File: config.mk
export PLATFORM = sky130hd
export DESIGN_NAME = bclk_gen
export DESIGN_NICKNAME = d
export VERILOG_FILES = /design/src/rtl/bclk_pkg.sv /design/src/rtl/bclk_div_core.sv /design/src/rtl/bclk_pass_gate.sv /design/src/rtl/bclk_ext_path.sv /design/src/rtl/bclk_gen.sv
export SDC_FILE = /design/constraint.sdc
export NUM_CORES = 1
export LEC_CHECK = 0
export ABC_AREA = 1
export BUFFER_PORTS_ARGS = -buffer_cell sky130_fd_sc_hd__buf_4
export CORE_MARGIN = 5
export CORE_UTILIZATION = 60
export CTS_CLUSTER_SIZE = 16
export DETAILED_ROUTE_END_ITERATION = 10
export PLACE_DENSITY = 0.89
export SYNTH_ARGS = -nofsm -noshare
export SYNTH_HDL_FRONTEND = slang
export SYNTH_SLANG_ARGS = --single-unit
File: constraint.sdc
create_clock -name clk -period 3.75 [get_ports clk]
set_input_delay 0.75 -clock clk [delete_from_list [all_inputs] [get_ports clk]]
set_output_delay 0.75 -clock clk [all_outputs]
set_load 0.02 [all_outputs]
File: src/rtl/bclk_pkg.sv
// Shared types for the bit-clock generator.
// Assumes: nothing beyond IEEE 1800-2017.
package bclk_pkg;

    // Active source of the bit clock, derived from mode and divide value.
    typedef enum logic [1:0] {
        SRC_IDLE = 2'd0,
        SRC_PASS = 2'd1,
        SRC_DIV  = 2'd2,
        SRC_EXT  = 2'd3
    } bclk_src_e;

    // Default synchronizer depth for the external pad clock.
    localparam int unsigned BCLK_SYNC_DEPTH = 2;

endpackage

File: src/rtl/bclk_div_core.sv
// Linear divider: turns the master clock into a bit clock of period div_n.
// The low phase comes first (div_n - div_n/2 cycles), then the high phase.
// Gating is honoured only while the output is low, so no pulse is ever cut.
// Assumes: div_n >= 2 and stable whenever run_en is high.
module bclk_div_core #(
    parameter int unsigned DIV_W = 9
) (
    input  logic             clk,
    input  logic             rst_n,
    input  logic             run_en,
    input  logic             gate_off,
    input  logic [DIV_W-1:0] div_n,
    output logic             bclk_q,
    output logic             rise_q,
    output logic             fall_q
);
    localparam logic [DIV_W-1:0] ONE = {{(DIV_W-1){1'b0}}, 1'b1};

    logic [DIV_W-1:0] cnt_q;
    logic [DIV_W-1:0] cnt_n;
    logic [DIV_W-1:0] hi_len;
    logic [DIV_W-1:0] lo_len;
    logic [DIV_W-1:0] last_pos;
    logic             hold;
    logic             bclk_n;

    // Next position within the period, and the level that position implies.
    always_comb begin
        hi_len   = div_n >> 1;
        lo_len   = div_n - hi_len;
        last_pos = div_n - ONE;
        hold     = !run_en || (gate_off && !bclk_q);
        if (hold) begin
            cnt_n  = '0;
            bclk_n = 1'b0;
        end else begin
            cnt_n  = (cnt_q == last_pos) ? '0 : cnt_q + ONE;
            bclk_n = (cnt_n >= lo_len);
        end
    end

    // Position counter, clock level and edge strobes advance together.
    always_ff @(posedge clk) begin
        if (!rst_n) begin
            cnt_q  <= '0;
            bclk_q <= 1'b0;
            rise_q <= 1'b0;
            fall_q <= 1'b0;
        end else begin
            cnt_q  <= cnt_n;
            bclk_q <= bclk_n;
            rise_q <= bclk_n && !bclk_q;
            fall_q <= !bclk_n && bclk_q;
        end
    end
endmodule

File: src/rtl/bclk_pass_gate.sv
// Divide-by-one path: forwards the master clock through a gate whose
// enable changes only on the falling edge, while the clock is low.
// Assumes: pass_en settles before the falling edge of each cycle.
module bclk_pass_gate (
    input  logic clk,
    input  logic rst_n,
    input  logic pass_en,
    output logic bclk,
    output logic strobe
);
    logic en_q;

    // Gate enable captured while the master clock is low.
    always_ff @(negedge clk) begin
        if (!rst_n) begin
            en_q <= 1'b0;
        end else begin
            en_q <= pass_en;
        end
    end

    assign bclk   = clk & en_q;
    assign strobe = en_q;
endmodule

File: src/rtl/bclk_ext_path.sv
// External bit-clock path: synchronizes the pad clock, optionally inverts
// it, gates it while it is low, and detects its edges.
// Assumes: the pad clock is slower than half the master clock.
module bclk_ext_path #(
    parameter int unsigned SYNC_N = bclk_pkg::BCLK_SYNC_DEPTH
) (
    input  logic clk,
    input  logic rst_n,
    input  logic run_en,
    input  logic gate_off,
    input  logic invert,
    input  logic ext_in,
    output logic bclk,
    output logic rise,
    output logic fall
);
    logic [SYNC_N-1:0] sync_q;
    logic              cur;
    logic              run_q;
    logic              prev_q;

    // Synchronizer chain for the asynchronous pad input.
    generate
        if (SYNC_N == 1) begin : g_one
            always_ff @(posedge clk) begin
                if (!rst_n) sync_q <= '0;
                else        sync_q <= ext_in;
            end
        end else begin : g_chain
            always_ff @(posedge clk) begin
                if (!rst_n) sync_q <= '0;
                else        sync_q <= {sync_q[SYNC_N-2:0], ext_in};
            end
        end
    endgenerate

    assign cur  = sync_q[SYNC_N-1] ^ invert;
    assign bclk = cur & run_q;

    // Run flag moves only while the synchronized clock is low.
    always_ff @(posedge clk) begin
        if (!rst_n || !run_en) begin
            run_q <= 1'b0;
        end else if (!cur) begin
            run_q <= !gate_off;
        end
    end

    // Previous level of the gated clock for edge detection.
    always_ff @(posedge clk) begin
        if (!rst_n) prev_q <= 1'b0;
        else        prev_q <= bclk;
    end

    assign rise = bclk & !prev_q;
    assign fall = !bclk & prev_q;
endmodule

File: src/rtl/bclk_gen.sv
// Bit-clock generator top: captures the divide value while the port is off,
// selects among idle, pass-through, divided and external sources, and
// applies output inversion in master mode.
// Assumes: div_val, src_ext and is_master are static while port_en is high.
module bclk_gen
    import bclk_pkg::*;
#(
    parameter int unsigned DIV_W  = 9,
    parameter int unsigned SYNC_N = BCLK_SYNC_DEPTH
) (
    input  logic             clk,
    input  logic             rst_n,
    input  logic             port_en,
    input  logic [DIV_W-1:0] div_val,
    input  logic             gate_off,
    input  logic             inv_out,
    input  logic             inv_in,
    input  logic             src_ext,
    input  logic             is_master,
    input  logic             ext_bclk,
    output logic             bclk_pad,
    output logic             rise_stb,
    output logic             fall_stb
);
    localparam logic [DIV_W-1:0] DIV_ONE = {{(DIV_W-1){1'b0}}, 1'b1};

    logic [DIV_W-1:0] div_lat;
    bclk_src_e        mode;
    logic             div_run;
    logic             div_bclk, div_rise, div_fall;
    logic             pass_en, pass_clk, pass_stb;
    logic             ext_run, ext_clk, ext_rise, ext_fall;
    logic             gen_clk, gen_rise, gen_fall;

    // Divide value is captured only while the port is disabled.
    always_ff @(posedge clk) begin
        if (!rst_n) begin
            div_lat <= '0;
        end else if (!port_en) begin
            div_lat <= div_val;
        end
    end

    // Decode the active source from mode bits and divide value.
    always_comb begin
        if (src_ext || !is_master)   mode = SRC_EXT;
        else if (div_lat == '0)      mode = SRC_IDLE;
        else if (div_lat == DIV_ONE) mode = SRC_PASS;
        else                         mode = SRC_DIV;
    end

    assign div_run = port_en && (mode == SRC_DIV);
    assign pass_en = port_en && (mode == SRC_PASS) && !gate_off;
    assign ext_run = port_en && (mode == SRC_EXT);

    bclk_div_core #(.DIV_W(DIV_W)) u_div (
        .clk      (clk),
        .rst_n    (rst_n),
        .run_en   (div_run),
        .gate_off (gate_off),
        .div_n    (div_lat),
        .bclk_q   (div_bclk),
        .rise_q   (div_rise),
        .fall_q   (div_fall)
    );

    bclk_pass_gate u_pass (
        .clk     (clk),
        .rst_n   (rst_n),
        .pass_en (pass_en),
        .bclk    (pass_clk),
        .strobe  (pass_stb)
    );

    bclk_ext_path #(.SYNC_N(SYNC_N)) u_ext (
        .clk      (clk),
        .rst_n    (rst_n),
        .run_en   (ext_run),
        .gate_off (gate_off),
        .invert   (inv_in && !is_master),
        .ext_in   (ext_bclk),
        .bclk     (ext_clk),
        .rise     (ext_rise),
        .fall     (ext_fall)
    );

    // Route the active source's clock and strobes.
    always_comb begin
        gen_clk  = 1'b0;
        gen_rise = 1'b0;
        gen_fall = 1'b0;
        unique case (mode)
            SRC_IDLE: ;
            SRC_PASS: begin
                gen_clk  = pass_clk;
                gen_rise = pass_stb;
                gen_fall = pass_stb;
            end
            SRC_DIV: begin
                gen_clk  = div_bclk;
                gen_rise = div_rise;
                gen_fall = div_fall;
            end
            SRC_EXT: begin
                gen_clk  = ext_clk;
                gen_rise = ext_rise;
                gen_fall = ext_fall;
            end
        endcase
    end

    assign bclk_pad = is_master & (gen_clk ^ inv_out);
    assign rise_stb = gen_rise;
    assign fall_stb = gen_fall;
endmodule

Word level (Yosys, flattened, before mapping)
Cells that the tools add are included.
{"block": "word_totals", "reg_bits": 26, "inputBits": 18, "out_inout_bits": 3, "word_cells": 56}
{"block": "classes", "n_addsub": 3, "magnitude_cmp": 1, "eq_ne": 5, "muxes": 8, "n_bitwise": 8, "reduce_logical": 22}
{"operator": "adder 9 x 1 -> 9 bit, second input constant", "count": 1}
{"operator": "equality test 9 x 1 -> 1 bit, second input constant", "count": 1}
{"operator": "equality test 9 bit", "count": 1}
{"operator": "greater-or-equal comparator 9 bit", "count": 1}
{"operator": "logical NOT 1 bit", "count": 9}
{"operator": "logical NOT 9 bit", "count": 1}
{"operator": "2-to-1 mux 9 bit", "count": 1}
{"operator": "one-hot mux 1 bit (3 select lines)", "count": 3}
{"operator": "subtractor 9 x 1 -> 9 bit, second input constant", "count": 1}
{"operator": "subtractor 9 x 8 -> 9 bit", "count": 1}
{"operator": "logical AND 1 bit", "count": 8}
{"operator": "2-to-1 mux 2 bit", "count": 3}
{"operator": "bitwise AND 1 bit", "count": 5}
{"operator": "equality test 2 bit, second input constant", "count": 2}
{"operator": "logical OR 1 bit", "count": 3}
{"operator": "equality test 2 x 1 -> 1 bit, second input constant", "count": 1}
{"operator": "OR reduction 2 bit", "count": 1}
{"operator": "XOR 1 bit", "count": 2}
{"operator": "2-to-1 mux 1 bit", "count": 1}
{"operator": "NOT 1 bit", "count": 1}

Longest topological paths before layout
Gate-level depths: netlist (run 1).
{"block": "logic_depth", "word_depth": 11, "ltp_mapped": 19, "mapped_depth_nobuf": 19}

Cells and area by module
A second synthesis (run 1) with hierarchy kept.
{"block": "hier_totals", "hier_cells": 374, "hier_area_um2": 2322.2}
{"mod": "bclk_div_core", "n_inst": 1, "cells_each": 263, "area_per_inst_um2": 1564.0, "seq_area_each_um2": 240.2}
{"mod": "bclk_gen", "n_inst": 1, "cells_each": 81, "area_per_inst_um2": 546.8, "seq_area_each_um2": 180.2}
{"mod": "bclk_ext_path", "n_inst": 1, "cells_each": 24, "area_per_inst_um2": 172.7, "seq_area_each_um2": 80.1}
{"mod": "bclk_pass_gate", "n_inst": 1, "cells_each": 6, "area_per_inst_um2": 38.8, "seq_area_each_um2": 20.0}

==> flow_metrics.env, run 1 <==
export IMPL_yosysMostFrequentCell="nand2_1"
export IMPL_critical_path_slowest_cell="dfxtp_2"
export IMPL_finalPower_uw=818.3
export IMPL_violations="negative setup slack"
export IMPL_ys_warn_count=0
export IMPL_swShare=0.3266
export IMPL_worstHoldStart="u_ext.sync_q[0]"
export IMPL_power_internal_uw=551.0
export IMPL_final_net_count=410
export IMPL_setup_worst_path_start_class="flip-flop"
export IMPL_maxCapViolCount=0
export IMPL_port_buffers=20
export IMPL_grt_ovfl_total=0
export IMPL_worstPathArrival_ns=3.41
export IMPL_path_cells="nand2_1, inv_1, nand2_2, clkbuf_4, nand4_1, nand2_1, nor2_1, buf_4"
export IMPL_routed_wl_um=5227
export IMPL_antenna_cells=0
export IMPL_reg2reg_depth=6
export IMPL_antenna_found_initial=0
export IMPL_fp_dieH_um=69.79
export IMPL_hold_depth=2
export IMPL_yosys_top_cells_area="dfxtp_1 (24%), ha_1 (16%), nand2_1 (15%)"
export IMPL_pre_cts_slack_ns=0.2785
export IMPL_r2r_start="div_lat[2]"
export IMPL_design_area_mm2=0.002497
export IMPL_dr_total_vias=2159
export IMPL_gr_usage_all_layers=0.2260
export IMPL_critPathTopFamily="buffers and inverters"
export IMPL_crit_type="reg -> out"
export IMPL_syn_instance_count=332
export IMPL_clkLatencyLatePin_ns=0.52
export IMPL_seqPwrFrac=0.359
export IMPL_ir_drop_uv=244.1
export IMPL_grt_pass1_wl_um=8901
export IMPL_ys_ff_latch=26
export IMPL_synth_distinct_cells=25
export IMPL_synth_common_cells="nand2_1 (83), inv_1 (67), nor2_1 (31), ha_1 (28), dfxtp_1 (26)"
export IMPL_cts_hold_buf=0
export IMPL_grt_busiest_layer="met2"
export IMPL_rsz0062_at_grt="true"
export IMPL_fin_setup_tns_ns=-0.6438
export IMPL_timing_rr_end="u_pass.strobe"
export IMPL_yosysTopAreaCell="dfxtp_1"
export IMPL_synth_edf_count=0
export IMPL_relSlewSlack=0.7892
export IMPL_reg2reg_setup_slack_ns=0.52
export IMPL_p_sw_uw=267.3
export IMPL_grt_pass1_vias=2139
export IMPL_syn_nets=379
export IMPL_cp_max_fo=2
export IMPL_wl_per_cell_um=12.78
export IMPL_status="complete, but fails checks"
export IMPL_whs_ns=0.4416
export IMPL_cts_tree="done"
export IMPL_gp_congestion=0.8736
export IMPL_ant_nets=0
export IMPL_powerDensity_mw_per_mm2=327.7
export IMPL_yosysTopAreaCellShare=0.2427
export IMPL_path_buf_inv=3
export IMPL_path_common_cell="nand2_1"
export IMPL_grt_use_met2=0.3568
export IMPL_drive_above_1_share=0.1185
export IMPL_async_flop_share=0
export IMPL_design_core_area_mm2=0.003390
export IMPL_placed_cell_area_mm2=0.002341
export IMPL_area_growth_pct=16.45
export IMPL_clk_pin_slew_worst_paths_ns=0.15
export IMPL_viasPerCell=5.279
export IMPL_holdPathEnd="u_ext.sync_q[1]"
export IMPL_cp_data_required_time_ns=3.00
export IMPL_min_path_type="reg -> reg"
export IMPL_die_w_um=69.79
export IMPL_drt_iter0_markers=162
export IMPL_drcViolationCount=0
export IMPL_finalMaxSlewViolations=0
export IMPL_start_util=0.6327
export IMPL_worst_pin_slew_ns=0.3135
export IMPL_fin_skew_ns=0.08293
export IMPL_met1_usage=0.2731
export IMPL_comb_power_share=0.272
export IMPL_setup_viol_count_final=4
export IMPL_leakagePower_nw=1.448
export IMPL_ios=21
export IMPL_dp_hpwl_um=4086
export IMPL_final_hold_violation_count=0
export IMPL_dr_pass1_iters=4
export IMPL_dieArea_mm2=0.004870
export IMPL_synth_flop_cell="dfxtp_1"
export IMPL_rows=21
export IMPL_netlist_area_mm2=0.002145
export IMPL_synth_seq_area_share=0.2427
export IMPL_power_frac_clock=0.370
export IMPL_end_kind="primary output"
export IMPL_fin_ws_ns=-0.4071
export IMPL_max_stage_delay_ns=0.32
export IMPL_grtUsageMet3=0.08696
export IMPL_synth_avg_cell_area_um2=6.460
export IMPL_grt_max_degree=21
## what timing repair did
item,in CTS,in global routing
endpoints found under the setup margin,4,4
setup buffers,1,0
resized for setup,7,2
pin swaps,4,2
## through the flow
step / util / std cells
global route: 0.7368 / 409
detailed placement: 0.6907 / 395
finish: 0.7368 / 409
floorplan: - / 332
global placement: 0.6907 / 395
CTS: 0.7350 / 409
## how the worst max path moves through the flow
stage | from | to | slack (ns) | cells after the start
2_1_floorplan | u_pass.strobe | bclk_pad | 0.26 | 7
3_3_place_gp | u_pass.strobe | bclk_pad | 0.33 | 8
3_5_place_dp | is_master | u_pass.strobe | 0.28 | 5
4_1_cts | u_pass.strobe | bclk_pad | -0.40 | 9
5_1_grt | u_pass.strobe | bclk_pad | -0.51 | 8
6_report | u_pass.strobe | bclk_pad | -0.41 | 8
## worst register-to-register path, delay by kind of cell, from the launching register on
family	cells	cell delay [ns]
fa+ha+maj	1	0.28
buf+inv	2	0.26
flops	1	0.36
simple gates	3	0.44
## placed cells by master, fill, tap and decap left out, drive strengths merged, types with 8 or more instances in the layout
cell and n:
clkbuf 11, nor2 31, dfxtp 26, buf 22, a21oi 20, ha 28, nand2 84, inv 68
o21ai 12, nand4 8, nand3 27, xor2 12
## state kept, by name (all words and copies together), names as in the netlist
name and flops:
div_lat 9, u_div.cnt_q 9, u_ext.sync_q 2, u_div.bclk_q 1, u_div.fall_q 1, u_div.rise_q 1
u_ext.prev_q 1, u_ext.run_q 1, u_pass.strobe 1
## routing by layer
| metal | routed length (um) | up-vias |
|---|---|---|
| li1 | - | 1099 |
| met1 | 2268 | 972 |
| met2 | 2474 | 78 |
| met3 | 427 | 10 |
| met4 | 57 | 0 |
| met5 | 0 | - |
## cells by family (layout without fill, tap and decap cells)
| group | count (synthesis) | count (layout) | share of synthesized area |
|---|---|---|---|
| and+or+nand+nor | 155 | 155 | 0.3110 |
| AOI/OAI and AO/OA | 37 | 37 | 0.09219 |
| buffers and inverters | 71 | 102 | 0.1243 |
| DFF | 26 | 26 | 0.2427 |
| adders and majority gates | 29 | 29 | 0.1727 |
| xor gates and xnor gates | 14 | 14 | 0.05718 |
## cell type report
cell class,instances,area [um^2]
clock inverters,4,41.29
repair buffers,20,153.9
inverters,65,244.0
well taps,46,57.56
clock buffers,13,101.3
fillers,282,892.1
multi-input cells,235,1378
flip-flops and latches,26,521.8
## power by group through the flow
stage / registers, mW / clock network, mW / logic [mW]
final: 0.293 / 0.302 / 0.222
after global routing: 0.295 / 0.329 / 0.256
after CTS: 0.293 / 0.310 / 0.220
after detailed placement: 0.299 / 0.00599 / 0.218
after global placement: 0.299 / 0.00599 / 0.210
after floorplan: 0.297 / 0.00512 / 0.163
Note: power is estimated with default switching activity, not from simulation.
==> run 2: changes to the inputs <==
--- a/config.mk
+++ b/config.mk
@@ -5,7 +5,6 @@
 export SDC_FILE = /design/constraint.sdc
 export NUM_CORES = 1
 export LEC_CHECK = 0
-export ABC_AREA = 1
 export BUFFER_PORTS_ARGS = -buffer_cell sky130_fd_sc_hd__buf_4
 export CORE_MARGIN = 5
 export CORE_UTILIZATION = 60
==> run 2 against run 1 <==
The run still ends with negative setup slack left. Clock power fell by 28%. Global-route usage shrank 0.34 points. Core utilization down 0.58 points. Cell area decreased by 9.2%. Register-to-register slack got worse by 0.32 ns. Clock skew fell by 0.030 ns. Area after synthesis decreased by 7.5%. Routed wire length fell by 16%.
==> flow_metrics.env, run 2 <==
export IMPL_area_growth_pct=14.39
export IMPL_reg_largest_list="div_lat (9), u_div.cnt_q (9), u_ext.sync_q (2)"
export IMPL_cts_tree="done"
export IMPL_antenna_found_initial=0
export IMPL_setup_viol_count_final=3
export IMPL_yosysTopAreaCell="dfxtp_1"
export IMPL_fillers=242
export IMPL_final_hold_violation_count=0
export IMPL_worst_pin_slew_ns=0.4409
export IMPL_status="complete, but fails checks"
export IMPL_final_net_count=299
export IMPL_cts_inserted_buffers=3
export IMPL_rsz0062_at_grt="true"
export IMPL_ir_drop_uv=244.1
export IMPL_r2r_start="div_lat[6]"
export IMPL_pre_cts_slack_ns=0.1714
export IMPL_setup_worst_path_start_class="flip-flop"
export IMPL_end_kind="primary output"
export IMPL_ant_nets=0
export IMPL_gp_congestion=0.8581
export IMPL_start_util=0.6391
export IMPL_clk_pin_slew_worst_paths_ns=0.16
export IMPL_dieArea_mm2=0.004555
export IMPL_relSlewSlack=0.7055
export IMPL_yosysTopAreaCellShare=0.2625
export IMPL_maxCapViolCount=0
export IMPL_cp_startpoint="u_pass.strobe"
export IMPL_synth_distinct_cells=42
export IMPL_reg2reg_setup_slack_ns=0.20
export IMPL_drive_above_1_share=0.1474
export IMPL_holdPathEnd="u_ext.sync_q[1]"
export IMPL_grt_max_degree=19
export IMPL_yosysMostFrequentCell="ha_1"
export IMPL_dr_pass1_iters=5
export IMPL_finalMaxSlewViolations=0
export IMPL_routed_wl_um=4393
export IMPL_ys_ff_latch=26
export IMPL_finalPower_uw=724.7
export IMPL_cts_hold_buf=0
export IMPL_worstPathArrival_ns=3.18
export IMPL_viasPerCell=5.624
export IMPL_fin_util=0.7310
export IMPL_fin_ws_ns=-0.1807
export IMPL_wl_per_cell_um=14.89
export IMPL_dp_hpwl_um=3307
export IMPL_synth_common_cells="ha_1 (28), dfxtp_1 (26), nor2_1 (22), inv_1 (18), xnor2_1 (18)"
export IMPL_synth_avg_cell_area_um2=8.736
export IMPL_netlist_area_mm2=0.001983
export IMPL_drt_iter0_markers=137
export IMPL_fin_skew_ns=0.05284
export IMPL_dp_cells=289
export IMPL_grt_ovfl_total=0
export IMPL_powerDensity_mw_per_mm2=319.5
export IMPL_hold_depth=1
export IMPL_crit_type="reg -> out"
export IMPL_leakagePower_nw=0.9934
export IMPL_async_flop_share=0
export IMPL_die_w_um=67.49
export IMPL_grt_pass1_vias=1674
export IMPL_cp_max_fo=2
export IMPL_syn_nets=274
export IMPL_max_stage_delay_ns=0.32
export IMPL_drcViolationCount=0
export IMPL_grt_pass1_wl_um=7721
export IMPL_violations="negative setup slack"
export IMPL_clkLatencyLatePin_ns=0.39
export IMPL_min_path_type="reg -> reg"
export IMPL_design_core_area_mm2=0.003103
export IMPL_yosys_top_cells_area="dfxtp_1 (26%), ha_1 (18%), xnor2_1 (7.9%)"
export IMPL_h_tree_depth=1
export IMPL_critical_path_slowest_cell="dfxtp_2"
export IMPL_rows=20
export IMPL_antenna_cells=0
export IMPL_cts_root_buf="clkbuf_4"
export IMPL_reg2reg_depth=6
export IMPL_syn_instance_count=227
export IMPL_port_buffers=20
export IMPL_fin_cells=295
export IMPL_fin_setup_tns_ns=-0.2938
export IMPL_synth_flop_cell="dfxtp_1"
export IMPL_synth_edf_count=0
export IMPL_path_cells="nand3_2, o221ai_2, mux2i_1, buf_4"
export IMPL_cp_data_required_time_ns=3.00
export IMPL_gr_usage_all_layers=0.2227
export IMPL_mostFrequentLayoutCells="ha_1 (28), dfxtp_1 (25), nor2_1 (22)"
export IMPL_dr_total_vias=1659
export IMPL_ios=21
export IMPL_worstHoldStart="u_ext.sync_q[0]"
export IMPL_synth_seq_area_share=0.2625
export IMPL_ys_warn_count=0
export IMPL_timing_rr_end="u_pass.strobe"
export IMPL_cts_buffer_depth=2
export IMPL_layout_commonest_cell="ha_1"
export IMPL_fp_dieH_um=67.49
run 2: layout make-up:
cell class	count	area (um^2)	area share
multi-input combinational	179	1395	0.6150
sequential	26	521.8	0.2300
timing repair buffer	21	161.4	0.07115
inverter	18	67.56	0.02978
tap	44	55.05	0.02427
clock inverter	3	37.54	0.01655
clock buffer	4	30.03	0.01324
run 2: layer usage:
layer	part of all wire	GRT usage	up-vias
met5	0	0	-
met4	0.023	0.07848	0
met3	0.049	0.02163	11
met2	0.49	0.3864	57
met1	0.43	0.2846	752
li1	-	-	839
run 2: worst max-delay path by stage:
stage / cells after the start / to
finish: 4 / bclk_pad
global route: 4 / bclk_pad
CTS: 4 / bclk_pad
detailed placement: 4 / bclk_pad
global placement: 4 / bclk_pad
floorplan: 3 / bclk_pad
run 2: logic make-up after synthesis:
group / after synthesis / share of synthesized area
adder cells (fa/ha/maj): 29 / 0.1868
multiplexers: 10 / 0.05048
XOR/XNOR: 29 / 0.1281
AND/OR/NAND/NOR: 84 / 0.2265
AO/OA/AOI/OAI: 27 / 0.1003
flip-flops: 26 / 0.2625
buffers and inverters: 22 / 0.04542
run 2: worst max-delay path: cells and delay by family (launching register included):
kind	cells	cell delay, ns
flip-flops	1	0.32
multiplexers	1	0.20
AO/OA/AOI/OAI	1	0.17
buffers and inverters	1	0.16
AND/OR/NAND/NOR	1	0.07
run 2: power breakdown:
group          leakage, nW  total (mW)  internal [mW]  switching, mW
Clock               0.0502       0.217          0.112          0.105
Sequential           0.212       0.293          0.284        0.00914
Combinational        0.731       0.214         0.0988          0.116
run 2: stage by stage:
stage,hold slack (ns),cell area [um^2]
3_3_place_gp,0.4139,2177
3_5_place_dp,0.4362,2177
2_1_floorplan,0.4118,1983
5_1_grt,0.4778,2268
4_1_cts,0.4707,2253
6_report,0.4640,2268
run 2: what timing repair did:
item / 4_1_cts / 5_1_grt
buffers inserted: 1 / 0
gates resized for setup: 3 / 4
pin swaps: 1 / 0
setup endpoints to repair: 2 / 7
